$ cat config.mk
export PLATFORM = sky130hd
export DESIGN_NAME = dma_cmd_chan
export DESIGN_NICKNAME = d
export VERILOG_FILES = /design/src/rtl/dma_cmd_pkg.sv /design/src/rtl/dcc_fifo.sv /design/src/rtl/dcc_pend.sv /design/src/rtl/dma_cmd_chan.sv
export SDC_FILE = /design/constraint.sdc
export NUM_CORES = 1
export LEC_CHECK = 0
export ABC_AREA = 1
export BUFFER_PORTS_ARGS = -buffer_cell sky130_fd_sc_hd__buf_2
export CAP_MARGIN = 15
export CORE_UTILIZATION = 55
export DETAILED_ROUTE_END_ITERATION = 10
export MAX_ROUTING_LAYER = met4
export PLACE_DENSITY = 0.77
export RECOVER_POWER = 50
export SLEW_MARGIN = 20
export SYNTH_ARGS = -nofsm -noshare
export SYNTH_HDL_FRONTEND = slang
export SYNTH_SLANG_ARGS = --single-unit
$ cat constraint.sdc
create_clock -name clk -period 3.9 [get_ports clk]
set_input_delay 0.39 -clock clk [delete_from_list [all_inputs] [get_ports clk]]
set_output_delay 0.39 -clock clk [all_outputs]
set_load 0.005 [all_outputs]
$ cat src/rtl/dma_cmd_pkg.sv
package dma_cmd_pkg;
  typedef enum logic [2:0] {
    ST_IDLE,   // disabled, FIFO held empty
    ST_RUN,    // streaming
    ST_RSTRX,  // receive restart: one-cycle clear
    ST_RSTTX,  // transmit restart: wait for reads in flight
    ST_FINTX,  // transmit finish: wait for reads in flight
    ST_FINRX,  // receive finish: write back FIFO
    ST_DESC,   // waiting for next descriptor
    ST_HALT    // stop mode, waiting for re-enable
  } chan_st_e;

  localparam logic [1:0] CMD_RESTART = 2'b01;
  localparam logic [1:0] CMD_FINISH  = 2'b10;
endpackage

$ cat src/rtl/dcc_fifo.sv
module dcc_fifo #(
  parameter int DW    = 8,
  parameter int DEPTH = 4,
  localparam int AW   = (DEPTH > 1) ? $clog2(DEPTH) : 1,
  localparam int CW   = $clog2(DEPTH + 1)
) (
  input  logic          clk,
  input  logic          rst_n,
  input  logic          flush,
  input  logic          push,
  input  logic [DW-1:0] din,
  input  logic          pop,
  output logic [DW-1:0] dout,
  output logic [CW-1:0] cnt,
  output logic          full,
  output logic          empty
);
  logic [DW-1:0] store [DEPTH];
  logic [AW-1:0] wp, rp;
  logic          push_e, pop_e;

  function automatic logic [AW-1:0] step(input logic [AW-1:0] p);
    return (p == AW'(DEPTH - 1)) ? '0 : p + 1'b1;
  endfunction

  assign full   = (cnt == CW'(DEPTH));
  assign empty  = (cnt == '0);
  assign push_e = push && !full && !flush;
  assign pop_e  = pop && !empty && !flush;
  assign dout   = store[rp];

  always_ff @(posedge clk) begin
    if (push_e) store[wp] <= din;
  end

  always_ff @(posedge clk or negedge rst_n) begin
    if (!rst_n) begin
      wp <= '0; rp <= '0; cnt <= '0;
    end else if (flush) begin
      wp <= '0; rp <= '0; cnt <= '0;
    end else begin
      if (push_e) wp <= step(wp);
      if (pop_e)  rp <= step(rp);
      case ({push_e, pop_e})
        2'b10:   cnt <= cnt + 1'b1;
        2'b01:   cnt <= cnt - 1'b1;
        default: cnt <= cnt;
      endcase
    end
  end
endmodule

$ cat src/rtl/dcc_pend.sv
module dcc_pend #(
  parameter int CW = 3
) (
  input  logic          clk,
  input  logic          rst_n,
  input  logic          inc,
  input  logic          dec,
  output logic [CW-1:0] cnt
);
  always_ff @(posedge clk or negedge rst_n) begin
    if (!rst_n) cnt <= '0;
    else begin
      case ({inc, dec})
        2'b10:   cnt <= cnt + 1'b1;
        2'b01:   cnt <= cnt - 1'b1;
        default: cnt <= cnt;
      endcase
    end
  end
endmodule

$ cat src/rtl/dma_cmd_chan.sv
module dma_cmd_chan
  import dma_cmd_pkg::*;
#(
  parameter int DW    = 8,
  parameter int DEPTH = 4,
  parameter int LW    = 8
) (
  input  logic          clk,
  input  logic          rst_n,
  input  logic          cfg_en,
  input  logic          cfg_rx,
  input  logic          cfg_ien,
  input  logic          cfg_stop,
  input  logic [LW-1:0] cfg_len,
  input  logic          cmd_valid,
  input  logic [1:0]    cmd_code,
  input  logic          per_req,
  output logic          per_gnt,
  input  logic [DW-1:0] per_din,
  output logic [DW-1:0] per_dout,
  output logic          mem_req,
  output logic          mem_we,
  input  logic          mem_ack,
  output logic [LW-1:0] mem_addr,
  output logic [DW-1:0] mem_wdata,
  input  logic          mem_rvalid,
  input  logic [DW-1:0] mem_rdata,
  output logic          desc_req,
  input  logic          desc_done,
  output logic          irq
);
  localparam int CW = $clog2(DEPTH + 1);

  chan_st_e      st;
  logic [LW-1:0] wcnt;
  logic [CW-1:0] fifo_cnt, pend_cnt;
  logic          fifo_full, fifo_empty;
  logic [DW-1:0] fifo_dout;
  logic          f_push, f_pop, f_flush;
  logic [DW-1:0] f_din;
  logic          rd_ok, wr_ok, mem_hs, per_hs, unit_done, running;

  assign running = (st == ST_RUN);

  // Transmit prefetch window: FIFO words plus reads in flight fill the FIFO at most.
  assign rd_ok = running && !cfg_rx && (wcnt < cfg_len) &&
                 (({1'b0, fifo_cnt} + {1'b0, pend_cnt}) < (CW+1)'(DEPTH));
  assign wr_ok = (running || st == ST_FINRX) && cfg_rx && !fifo_empty;

  assign mem_req   = rd_ok || wr_ok;
  assign mem_we    = cfg_rx;
  assign mem_addr  = wcnt;
  assign mem_wdata = fifo_dout;
  assign mem_hs    = mem_req && mem_ack;

  always_comb begin
    if (cfg_rx)
      per_gnt = running && !fifo_full &&
                (({1'b0, wcnt} + (LW+1)'(fifo_cnt)) < {1'b0, cfg_len});
    else
      per_gnt = running && !fifo_empty;
  end
  assign per_dout = fifo_dout;
  assign per_hs   = per_req && per_gnt;

  assign unit_done = (st == ST_FINTX && pend_cnt == '0) ||
                     (st == ST_FINRX && fifo_empty);
  assign f_flush   = (st == ST_IDLE) || (st == ST_RSTRX) ||
                     ((st == ST_RSTTX || st == ST_FINTX) && pend_cnt == '0);
  // Returned read data is kept only while streaming; otherwise it is dropped.
  assign f_push = cfg_rx ? per_hs : (mem_rvalid && running);
  assign f_din  = cfg_rx ? per_din : mem_rdata;
  assign f_pop  = cfg_rx ? mem_hs : per_hs;

  assign desc_req = (st == ST_DESC);

  dcc_fifo #(.DW(DW), .DEPTH(DEPTH)) u_fifo (
    .clk(clk), .rst_n(rst_n), .flush(f_flush), .push(f_push), .din(f_din),
    .pop(f_pop), .dout(fifo_dout), .cnt(fifo_cnt), .full(fifo_full),
    .empty(fifo_empty)
  );

  dcc_pend #(.CW(CW)) u_pend (
    .clk(clk), .rst_n(rst_n), .inc(mem_hs && !cfg_rx), .dec(mem_rvalid),
    .cnt(pend_cnt)
  );

  always_ff @(posedge clk or negedge rst_n) begin
    if (!rst_n) begin
      st   <= ST_IDLE;
      wcnt <= '0;
      irq  <= 1'b0;
    end else begin
      irq <= 1'b0;
      if (mem_hs && (running || st == ST_FINRX)) wcnt <= wcnt + 1'b1;
      case (st)
        ST_IDLE: begin
          wcnt <= '0;
          if (cfg_en) st <= ST_RUN;
        end
        ST_RUN: begin
          if (cmd_valid && cmd_code == CMD_RESTART)
            st <= cfg_rx ? ST_RSTRX : ST_RSTTX;
          else if (cmd_valid && cmd_code == CMD_FINISH)
            st <= cfg_rx ? ST_FINRX : ST_FINTX;
        end
        ST_RSTRX: begin
          wcnt <= '0;
          st   <= ST_RUN;
        end
        ST_RSTTX: begin
          if (pend_cnt == '0) begin
            wcnt <= '0;
            st   <= ST_RUN;
          end
        end
        ST_FINTX, ST_FINRX: begin
          if (unit_done) begin
            wcnt <= '0;
            irq  <= cfg_ien;
            st   <= cfg_stop ? ST_HALT : ST_DESC;
          end
        end
        ST_DESC: if (desc_done) st <= ST_RUN;
        ST_HALT: if (!cfg_en) st <= ST_IDLE;
        default: st <= ST_IDLE;
      endcase
    end
  end
endmodule

Word level (Yosys, flattened, before mapping)
Memory sizes are Yosys's and may differ from the RTL's.
Index checks and enable logic that the tools add are counted.
{"block": "classes", "n_addsub": 9, "order_cmp": 3, "n_eq_ne": 22, "mux": 32, "n_reduce_logical": 42}
{"cell": "$mux 8", "n": 4}
{"cell": "$mux 3", "n": 8}
{"cell": "$pmux 8 s3", "n": 1}
{"cell": "$logic_and 1x1->1", "n": 22}
{"cell": "$pmux 3 s7", "n": 1}
{"cell": "$eq 3x3->1 const B", "n": 5}
{"cell": "$mux 2", "n": 6}
{"cell": "$pmux 3 s2", "n": 2}
{"cell": "$eq 2x2->1 const B", "n": 5}
{"cell": "$mux 1", "n": 10}
{"cell": "$add 8x3->9", "n": 1}
{"cell": "$logic_not 3->1", "n": 3}
{"cell": "$lt 9x8->1", "n": 1}
{"cell": "$add 8x1->8 const B", "n": 1}
{"cell": "$lt 8x8->1", "n": 1}
{"cell": "$ne 2x2->1 const B", "n": 4}
{"cell": "$add 3x1->3 const B", "n": 2}
{"cell": "$eq 2x1->1 const B", "n": 3}
{"cell": "$eq 3x2->1 const B", "n": 2}
{"cell": "$logic_or 1x1->1", "n": 6}
{"cell": "$reduce_and 6->1", "n": 1}
{"cell": "$reduce_bool 2->1", "n": 3}
{"cell": "$sub 3x1->3 const B", "n": 2}
{"cell": "$add 2x1->2 const B", "n": 2}
{"cell": "8 further kinds", "n": 12}
{"block": "word_totals", "regBits": 22, "ramBits": 32, "output_inout_bits": 29, "memories": 1}
{"name": "u_fifo.store", "depth": 4, "width": 8, "read_ports": 1, "rd_ports_with_merged_regs": 0, "wr": 1, "line": "dcc_fifo.sv:18", "rtl": "logic [DW-1:0] store [DEPTH];"}

Longest topological paths before layout
Gate-level depths: netlist of the first run.
{"block": "depth", "word_depth": 12, "ltp_mapped": 31}

By module
From an unflattened synthesis of the first run, not the netlist that was laid out.
{"block": "hier_totals", "cells_unflattened": 425, "area_unflattened_um2": 3554.7}
{"mod": "dcc_fifo", "instances": 1, "cells_per_inst": 141, "area_per_inst_um2": 1701.6, "seq_area_each_um2": 1136.1}
{"mod": "dma_cmd_chan", "instances": 1, "cells_per_inst": 264, "area_per_inst_um2": 1675.4, "seq_area_each_um2": 300.3}
{"mod": "dcc_pend", "instances": 1, "cells_per_inst": 20, "area_per_inst_um2": 177.7, "seq_area_each_um2": 75.1}

Least setup slack after synthesis of the first run
Ideal clock, no wire load.
{"block": "synth_timing", "path_kind": "register to register", "startpoint": "reg u_fifo.cnt[0]", "endpoint": "reg u_fifo.cnt[2]", "setup_ns": 0.117, "arrival_time_ns": 3.373, "required_time_ns": 3.783, "slack_ns": 0.410, "stages_incl_launch_ff": 29, "n_path_buf": 0, "path_cell_list": "dfrtp_1 > ha_1 > inv_1 > fa_1 > inv_1 > a21oi_1 > nor2_1 > nand3_1 > xor2_1 > ha_1 > nand2_1 > inv_1 > nand2_1 > nand2_1 > nand2_1 > nand2_1 > nand2_1 > nand3_1 > nand2_1 > nand2_4 > nand2_4 > inv_1 > fa_1 > xnor2_1 > inv_1 > nand2_1 > nand2_1 > nand2_1 > nand2_1"}
{"block": "synth_via", "elab_chain_len": 12}
{"item": "from (decl)", "line": "dcc_fifo.sv:14", "rtl": "output logic [CW-1:0] cnt,"}
{"item": "from (signal assigned)", "line": "dcc_fifo.sv:45", "rtl": "2'b10: cnt <= cnt + 1'b1;"}
{"item": "from (signal assigned)", "line": "dcc_fifo.sv:46", "rtl": "2'b01: cnt <= cnt - 1'b1;"}
{"item": "from (signal assigned)", "line": "dcc_fifo.sv:47", "rtl": "default: cnt <= cnt;"}
{"item": "parallel branches: the longest is 4 deep, another holds $add 8x3->9"}
{"item": "$mux 1 *", "line": "dma_cmd_chan.sv:57", "rtl": "if (cfg_rx)"}
{"item": "via per_gnt", "line": "dma_cmd_chan.sv:18", "rtl": "output logic per_gnt,"}
{"item": "$logic_and 1x1->1 *", "line": "dma_cmd_chan.sv:64", "rtl": "assign per_hs = per_req && per_gnt;"}
{"item": "$mux 1 (on tied branches)", "line": "dma_cmd_chan.sv:73, dma_cmd_chan.sv:71"}
{"item": "$logic_and 1x1->1 (on tied branches) (2 in series)", "line": "dcc_fifo.sv:29, dcc_fifo.sv:28"}
{"item": "$eq 2x1->1 / $eq 2x2->1 (equally long branches)", "line": "dcc_fifo.sv:44", "rtl": "case ({push_e, pop_e})"}
{"item": "$pmux 3 s2", "line": "dcc_fifo.sv:44"}
{"item": "$mux 3", "line": "dcc_fifo.sv:39", "rtl": "end else if (flush) begin"}
Mark *: on every way through the listed nets, which the timed path passes.
A chain may end at the register's enable or synchronous reset.

Final worst setup path of the first run
{"block": "layout_timing", "startpoint": "reg wcnt[0], in the netlist mem_addr[0]", "endpoint": "reg u_fifo.cnt[2]"}
{"block": "layout_via", "elab_chain_len": 11}
{"item": "from (decl)", "line": "dma_cmd_chan.sv:35", "rtl": "logic [LW-1:0] wcnt;"}
{"item": "from (signal assigned)", "line": "dma_cmd_chan.sv:95", "rtl": "if (mem_hs && (running || st == ST_FINRX)) wcnt <= wcnt + 1'b1;"}
{"item": "$add 8x3->9 / $lt 8x8->1 (equally long branches)", "line": "dma_cmd_chan.sv:59, dma_cmd_chan.sv:46"}
{"item": "$lt 9x8->1 / $logic_and 1x1->1 (equally long branches)", "line": "dma_cmd_chan.sv:59, dma_cmd_chan.sv:46"}
{"item": "$logic_and 1x1->1 (on tied branches)", "line": "dma_cmd_chan.sv:58, dma_cmd_chan.sv:46"}
{"item": "$mux 1 / $logic_or 1x1->1 (equally long branches)", "line": "dma_cmd_chan.sv:57, dma_cmd_chan.sv:50"}
{"item": "$logic_and 1x1->1 (on tied branches)", "line": "dma_cmd_chan.sv:64, dma_cmd_chan.sv:54"}
{"item": "$mux 1 (on tied branches)", "line": "dma_cmd_chan.sv:73, dma_cmd_chan.sv:71"}
{"item": "$logic_and 1x1->1 (on tied branches) (2 in series)", "line": "dcc_fifo.sv:29, dcc_fifo.sv:28"}
{"item": "$eq 2x1->1 / $eq 2x2->1 (equally long branches)", "line": "dcc_fifo.sv:44"}
{"item": "$pmux 3 s2", "line": "dcc_fifo.sv:44"}
{"item": "$mux 3", "line": "dcc_fifo.sv:39"}
Several ways; a longest one is shown, not always the timed one.

==> results of run 1 <==
what timing repair did:
| item | CTS | global route |
|---|---|---|
| buffers inserted | 0 | 5 |
| endpoints found under the setup margin | 0 | 1 |
| gates resized for setup | 0 | 7 |
area by class of cell:
cell class | count | area (µm²) | share of cell area
Timing Repair Buffer | 76 | 404.1 | 0.1020
Clock inverter | 3 | 28.78 | 0.007260
Sequential cell | 54 | 1513 | 0.3816
Clock buffer | 5 | 68.82 | 0.01736
Multi-Input combinational cell | 272 | 1633 | 0.4119
Inverter | 58 | 222.7 | 0.05619
Tap cell | 75 | 93.84 | 0.02367
state kept, by name, indices dropped and copies added, names as in the netlist:
name,flops
irq,1
mem_addr,8
st,3
u_fifo.cnt,3
u_fifo.rp,2
u_fifo.store,32
u_fifo.wp,2
u_pend.cnt,3
layer usage:
metal  part of all wire  track usage
met5                  0            -
met4              0.011      0.08036
met3              0.051      0.03483
met2               0.50       0.4361
met1               0.43       0.3159
report_power, final:
| group | total [mW] | internal (mW) | leakage [nW] | switching (mW) |
|---|---|---|---|---|
| combinational | 1.07 | 0.415 | 1.36 | 0.654 |
| clock | 0.341 | 0.134 | 0.0502 | 0.207 |
| sequential | 0.836 | 0.706 | 0.579 | 0.129 |
| total | 2.25 | 1.26 | 1.98 | 0.990 |
critical path: cells and delay by family (launching register included):
kind	cells	cell delay (ns)
flops	1	0.42
buf+inv	6	0.31
simple gates	19	1.34
compound gates	1	0.10
xor+xnor	1	0.16
fa+ha+maj	4	1.20
stage by stage:
step | cell area [µm²] | setup TNS [ns] | worst slack [ns]
after floorplan | 3433 | 0 | 0.4099
after global placement | 3810 | 0 | 0.2999
after detailed placement | 3810 | 0 | 0.1224
after CTS | 3908 | 0 | 0.06122
after global routing | 3964 | -0.03957 | -0.03957
final | 3964 | 0 | 0.2546
cell families after synthesis:
family | Yosys count
xor+xnor | 8
fa+ha+maj | 29
compound gates | 63
flops | 54
buf+inv | 72
simple gates | 172
cell usage in the layout (no fill, tap or decap), drive strengths merged, types with 4 or more instances in the layout:
cell type,Yosys,final
buf,10,72
xnor2,4,4
a21oi,15,15
edfxtp,32,32
inv,57,58
nand3,13,13
nand2,100,100
nor2,45,45
nor3,9,9
o22ai,9,9
o21ai,30,30
xor2,4,4
ha,26,26
dfrtp,22,22
clkbuf,4,9
worst max path at each step:
stage                             start  depth (start not counted)             to  slack, ns
after floorplan           u_fifo.cnt[0]                         28  u_fifo.cnt[2]       0.41
after global placement      mem_addr[0]                         29  u_fifo.cnt[2]       0.30
after detailed placement    mem_addr[0]                         31  u_fifo.cnt[2]       0.12
after CTS                   mem_addr[0]                         31  u_fifo.cnt[2]       0.06
after global routing        mem_addr[0]                         31  u_fifo.cnt[2]      -0.04
final                       mem_addr[0]                         31  u_fifo.cnt[2]       0.25
==> impl_metrics.yaml, run 1 <==
cells_and_area:
  antennaDiodeCount: 0
  syn_to_final_growth_pct: 15.45
  post-route-util: 0.6655
  num-fill-cells: 484
  drive_above_1_share: 0.2350
  nets: 533
  instances_no_fill: 543
sta:
  slew_headroom: 0.1235
  setup_violations: 0
  worstMarginPinSlew_ns: 1.315
  skew_ns: 0.01111
  min_period_over_period: 0.9347
  finalMaxSlewViolations: 0
  finalCriticalPeriod_ns: 3.645
  hold_viol_final: 0
  fmax_ghz: 0.2743
  whs_ns: 0.2928
cts:
  cts_num_sinks: 54
  htreeDepth: 2
  numCtsBuffers: 5
  cts-root-buf: "clkbuf_8"
  cts_tree: "done"
  worst_skew_pair.late_latency_ns: 0.32
  clk_pin_slew_ns: 0.11
  cts_hold_buf: 0
  cts.path.max_buffers: 2
min_path:
  hp-class: "input port to register"
  min_to: "irq"
  hold_depth: 3
  hold_path_startpoint: "cfg_ien"
global_route:
  grt_overflow: 0
  grt_pass1_vias: 2734
  grt_pass1_wl_um: 12430
  antenna_found_initial: 0
  grt_max_degree: 23
  grt_usage: 0.2565
yosys:
  synth_top_area_cell: "edfxtp_1"
  synth_ff_type: "edfxtp_1"
  syn_nets: 464
  synth.most_common_cell: "nand2_1"
  synthAdderAreaFrac: 0.1122
  synth_area_um2: 3433
  ys_types: 37
  synth-async-reset-ratio: 0.4074
  synth_common_cells: "nand2_1 (90), inv_1 (55), nor2_1 (41)"
  yosysTopAreaCellShare: 0.2799
  synthCells: 398
  avgSynthCellArea_um2: 8.626
  synthXorXnorAreaFrac: 0.02041
  synth_warnings: 0
  netlist_top_cells_area: "edfxtp_1 (28%), dfrtp_1 (16%), nand2_1 (9.8%)"
  synth.ff_latch_count: 54
  synth-simple-area-share: 0.2318
  ys_seq_area_frac: 0.4402
  synth_mux_area_frac: 0
  synth_top_family_by_area: "simple AND/OR/NAND/NOR gates"
  synth_edf_count: 32
  synth-compound-area-share: 0.1050
power:
  irDropWorstVdd_uv: 361.5
  powerDensity_nw_per_um2: 566.5
  leakage_nw: 1.985
  p_total_mw: 2.246
floorplan:
  die_h_um: 81.01
  die_w_um: 81.01
  start_util: 0.5765
  die_area_um2: 6563
  pin_count: 66
  core_um2: 5956
  num_rows: 28
worst_setup_path:
  rr_startpoint: "mem_addr[0]"
  r2r_cells: 31
  cp_common_cell: "nand2_1"
  crit_path_end_kind: "register"
  path_class: "register to register"
  cp_max_fo: 5
  r2r_slack_ns: 0.25
  r2r-end: "u_fifo.cnt[2]"
  arrival_ns: 3.86
  start_kind: "register"
  crit_slowest_cell: "dfrtp_1"
  worst_path_largest_cell_delay_ns: 0.42
  required_ns: 4.12
detailed_routing:
  vias_per_cell: 5.407
  drc_errors: 0
  vias: 2936
  wl_per_cell_um: 14.23
  drtIter0Drc: 206
  firstDrtPassIters: 5
  final_antenna_net_count: 0
  wl_um: 7727
run_status:
  outcome: "completed"
run:
  drv_cap: 0
placed_design:
  portBuffers: 65
  gp_congestion: 0.8915
  numPlacedInstances: 530
  detailed_place_hpwl_um: 5688
Note: power is estimated with default switching activity, not from simulation.
==> inputs of run 2 (changes only) <==
Settings changed: BUFFER_PORTS_ARGS -buffer_cell sky130_fd_sc_hd__buf_2 to not set, DONT_BUFFER_PORTS set to 1, PLACE_DENSITY 0.77 to 0.68.
==> impl_metrics.yaml, run 2 (synthesized netlist as in run 1, its figures left out) <==
run_status:
  outcome: "completed"
floorplan:
  pin_count: 66
  die_area_um2: 6563
  die_h_um: 81.01
  die_w_um: 81.01
  core_um2: 5956
  start_util: 0.5765
  num_rows: 28
detailed_routing:
  highest_layer: "met4"
  wirelength_met1_um: 3381
  vias: 2591
  firstDrtPassIters: 4
  vias_per_cell: 5.387
  drtIter0Drc: 122
  wl_per_cell_um: 14.50
  dr_wl_met3_um: 347
  wl_met2_um: 3167
  final_antenna_net_count: 0
  wl_um: 6975
  drc_errors: 0
sta:
  finalMaxSlewViolations: 0
  fmax_ghz: 0.2817
  worstMarginPinSlew_ns: 1.230
  skew_ns: 0.01431
  finalCriticalPeriod_ns: 3.550
  hold_viol_final: 0
  setup-tns-final_ns: 0
  slew_headroom: 0.1800
  min_period_over_period: 0.9103
  finalWorstSetupSlack_ns: 0.3500
  setup_violations: 0
worst_setup_path:
  required_ns: 4.12
  crit_path_end_kind: "register"
  cp_common_cell: "nand2_1"
  arrival_ns: 3.77
  worst_path_largest_cell_delay_ns: 0.38
  cp_max_fo: 8
  crit_family: "simple AND/OR/NAND/NOR gates"
  crit_slowest_cell: "dfrtp_1"
  start_kind: "register"
  path_class: "register to register"
  cp_num_buf_inv: 5
cts:
  cts.path.max_buffers: 2
  cts_tree: "done"
  worst_skew_pair.late_latency_ns: 0.32
  numCtsBuffers: 5
  htreeDepth: 2
  cts_num_sinks: 54
  cts-root-buf: "clkbuf_8"
  clk_pin_slew_ns: 0.11
cells_and_area:
  layout_commonest_cell: "nand2_1"
  num-fill-cells: 509
  drive_above_1_share: 0.1232
  final_cell_mix: "nand2_1 (88), inv_1 (55), nor2_1 (41)"
  top_register: "u_fifo.store"
  largest_register_ffs: 32
  syn_to_final_growth_pct: 6.596
  antennaDiodeCount: 0
  nets: 471
run:
  drv_cap: 0
min_path:
  hp-class: "input port to register"
power:
  leakage_nw: 1.729
  irDropWorstVdd_uv: 338.2
  clock_power_share: 0.160
  seq_power_share: 0.386
  switching_power_mw: 0.9306
  powerDensity_nw_per_um2: 577.8
  p_int_mw: 1.184
  sw_frac_of_total: 0.4400
  comb_power_share: 0.454
global_route:
  grt_max_degree: 23
  grt_overflow: 0
  grt_usage: 0.2387
  antenna_found_initial: 0
  grt_pass1_vias: 2443
  grt_pass1_wl_um: 11540
placed_design:
  post-place-ws_ns: 0.1690
  gp_congestion: 0.9121
  detailed_place_hpwl_um: 5184
  portBuffers: 0
run 2: through the flow:
| stage | instances | hold slack [ns] | util | power, mW | cell area (µm²) |
|---|---|---|---|---|---|
| 6_report | 481 | 0.1755 | 0.6145 | 2.115 | 3660 |
| 2_1_floorplan | 398 | 0.09441 | - | 1.587 | 3433 |
| 5_1_grt | 481 | 0.1901 | 0.6145 | 2.313 | 3660 |
| 3_3_place_gp | 468 | 0.09488 | 0.5889 | 1.732 | 3507 |
| 4_1_cts | 477 | 0.1725 | 0.6069 | 2.098 | 3615 |
| 3_5_place_dp | 468 | 0.09511 | 0.5889 | 1.759 | 3507 |
run 2: worst paths after layout:
check	from	to	slack (ns)	depth (start not counted)
max reg2reg	u_fifo.cnt[0]	u_fifo.cnt[2]	0.35	29
min	cfg_ien	irq	0.18	2
max in group asynchronous	rst_n	mem_addr[1]	2.80	1
min reg2reg	u_pend.cnt[2]	u_pend.cnt[2]	0.51	1
max	u_fifo.cnt[0]	u_fifo.cnt[2]	0.35	29
min in group asynchronous	rst_n	mem_addr[1]	0.30	1
run 2: power by group through the flow:
stage	sequential, mW	combinational, mW	clock (mW)
5_1_grt	0.834	1.11	0.364
3_5_place_dp	0.829	0.930	0
6_report	0.816	0.960	0.339
4_1_cts	0.816	0.938	0.344
2_1_floorplan	0.801	0.786	0
3_3_place_gp	0.825	0.907	0
run 2: layout make-up:
class / count / area, µm² / share of cell area
Sequential cell: 54 / 1513 / 0.4133
Clock inverter: 3 / 28.78 / 0.007863
Clock buffer: 5 / 68.82 / 0.01880
Multi-Input combinational cell: 272 / 1639 / 0.4479
Timing Repair Buffer: 14 / 93.84 / 0.02564
Inverter: 58 / 222.7 / 0.06085
Tap cell: 75 / 93.84 / 0.02564
run 2: timing repair:
item	CTS	global route
endpoints found under the setup margin	0	1
setup buffers	0	4
hold buffers	1	0
endpoints found under the hold margin	22	0
resized for setup	0	9
run 2: routing by layer:
metal	vias up	GRT usage
li1	1317	-
met1	1199	0.3389
met2	65	0.3529
met3	10	0.04045
met4	0	0.06429
met5	-	-
==> inputs of run 3 (changes only) <==
Clock period 3.9 ns to 3.3 ns, I/O delays scaled along.
==> impl_metrics.yaml, run 3 (synthesized netlist as in run 1, its figures left out) <==
run_status:
  outcome: "completed"
detailed_routing:
  firstDrtPassIters: 4
  final_antenna_net_count: 0
  wl_per_cell_um: 14.64
  vias: 2616
  drtIter0Drc: 176
  vias_per_cell: 5.383
  drc_errors: 0
  wl_um: 7114
sta:
  finalCriticalPeriod_ns: 3.295
  fmax_ghz: 0.3035
  skew_ns: 0.01120
  setup_violations: 0
  worstMarginPinSlew_ns: 1.250
  finalWorstSetupSlack_ns: 0.005375
  setup-tns-final_ns: 0
  finalMaxSlewViolations: 0
  hold_viol_final: 0
  rsz0062_at_grt: "yes"
  slew_headroom: 0.1664
  min_period_over_period: 0.9984
global_route:
  grt_use_met2: 0.3605
  globalRouteMet3Util: 0.05169
  grt_max_degree: 23
  grt_busiest_layer: "met2"
  grt_use_met1: 0.3384
  grt_usage: 0.2444
  grt_pass1_wl_um: 11610
  antenna_found_initial: 0
  grt_overflow: 0
  grt_pass1_vias: 2450
worst_setup_path:
  rr_startpoint: "mem_addr[0]"
  cp_max_fo: 3
  crit_path_end_kind: "register"
  r2r_cells: 28
  path_class: "register to register"
  cp_common_cell: "nand2_1"
  start_kind: "register"
  required_ns: 3.52
  crit_slowest_cell: "dfrtp_1"
  r2r_slack_ns: 0.005
  worst_path_largest_cell_delay_ns: 0.40
  arrival_ns: 3.52
  r2r-end: "u_fifo.cnt[2]"
power:
  p_total_mw: 2.623
  switching_power_mw: 1.124
  sw_frac_of_total: 0.4284
  leakage_nw: 1.756
  comb_power_share: 0.453
  powerDensity_nw_per_um2: 699.4
  clock_power_share: 0.179
  seq_power_share: 0.369
  irDropWorstVdd_uv: 490.0
  p_int_mw: 1.499
cts:
  clk_pin_slew_ns: 0.11
  cts_num_sinks: 54
  cts.path.max_buffers: 2
  cts_tree: "done"
  cts-root-buf: "clkbuf_8"
  htreeDepth: 2
  numCtsBuffers: 5
  worst_skew_pair.late_latency_ns: 0.32
min_path:
  hold_depth: 2
  hold_path_startpoint: "cfg_ien"
  min_to: "irq"
  hp-class: "input port to register"
cells_and_area:
  layout_commonest_cell: "nand2_1"
  syn_to_final_growth_pct: 9.257
  nets: 476
  top_register: "u_fifo.store"
  final_cell_mix: "nand2_1 (88), inv_1 (53), nor2_1 (40)"
  num-fill-cells: 528
  antennaDiodeCount: 0
  design_area_um2: 3751
  largest_register_ffs: 32
  drive_above_1_share: 0.1484
floorplan:
  die_w_um: 81.01
  core_um2: 5956
  pin_count: 66
  start_util: 0.5765
  die_area_um2: 6563
  num_rows: 28
  die_h_um: 81.01
placed_design:
  gp_congestion: 0.9125
  dpl-instance-area_um2: 3586
  portBuffers: 0
  detailed_place_hpwl_um: 5327
  post-place-ws_ns: -0.07388
run:
  drv_cap: 0
## run 3: worst max-delay path: cells and delay by family (launching register included)
| kind | cells | cell delay (ns) |
|---|---|---|
| AO/OA/AOI/OAI | 1 | 0.07 |
| XOR/XNOR | 2 | 0.30 |
| adder cells (fa/ha/maj) | 4 | 1.13 |
| buffers and inverters | 5 | 0.24 |
| flip-flops | 1 | 0.40 |
| AND/OR/NAND/NOR | 16 | 1.08 |
## run 3: power groups by stage
stage | clock network [mW] | registers, mW | logic, mW
5_1_grt | 0.496 | 0.983 | 1.38
3_3_place_gp | 0 | 0.972 | 1.13
3_5_place_dp | 0 | 0.978 | 1.16
2_1_floorplan | 0 | 0.951 | 0.939
6_report | 0.469 | 0.968 | 1.19
4_1_cts | 0.473 | 0.962 | 1.17
## run 3: metal layers
metal | wire, µm | vias to the layer above
met3 | 535 | 9
met5 | 0 | -
met1 | 3299 | 1195
met4 | 86 | 0
met2 | 3192 | 88
li1 | - | 1324
## run 3: how the worst max path moves through the flow
| stage | slack, ns | startpoint | cells after the start | to |
|---|---|---|---|---|
| global placement | 0.04 | u_fifo.cnt[0] | 29 | u_fifo.cnt[2] |
| CTS | -0.04 | mem_addr[0] | 28 | u_fifo.cnt[2] |
| detailed placement | -0.07 | mem_addr[0] | 28 | u_fifo.cnt[2] |
| finish | 0.005 | mem_addr[0] | 28 | u_fifo.cnt[2] |
| global route | -0.24 | mem_addr[0] | 28 | u_fifo.cnt[2] |
| floorplan | -0.03 | u_fifo.cnt[0] | 28 | u_fifo.cnt[2] |
## run 3: layout make-up
type / count / area (µm²) / area share
multi-input combinational: 272 / 1673 / 0.4460
sequential: 54 / 1513 / 0.4033
inverter: 58 / 222.7 / 0.05937
timing repair buffer: 19 / 131.4 / 0.03502
tap: 75 / 93.84 / 0.02502
clock buffer: 5 / 68.82 / 0.01835
clock inverter: 3 / 48.80 / 0.01301
## run 3: what timing repair did
item                                    CTS  global route
setup buffers                             0             1
resized for setup                         4             7
hold buffers                              1             0
pin swaps                                 1             0
endpoints found under the hold margin    22             0
endpoints found under the setup margin    1            34
## run 3: per-stage QoR
stage / hold slack (ns) / utilization / instances
floorplan: 0.03441 / - / 398
global placement: 0.03520 / 0.6021 / 476
detailed placement: 0.03521 / 0.6021 / 476
CTS: 0.1161 / 0.6263 / 485
global route: 0.1044 / 0.6298 / 486
finish: 0.1229 / 0.6298 / 486
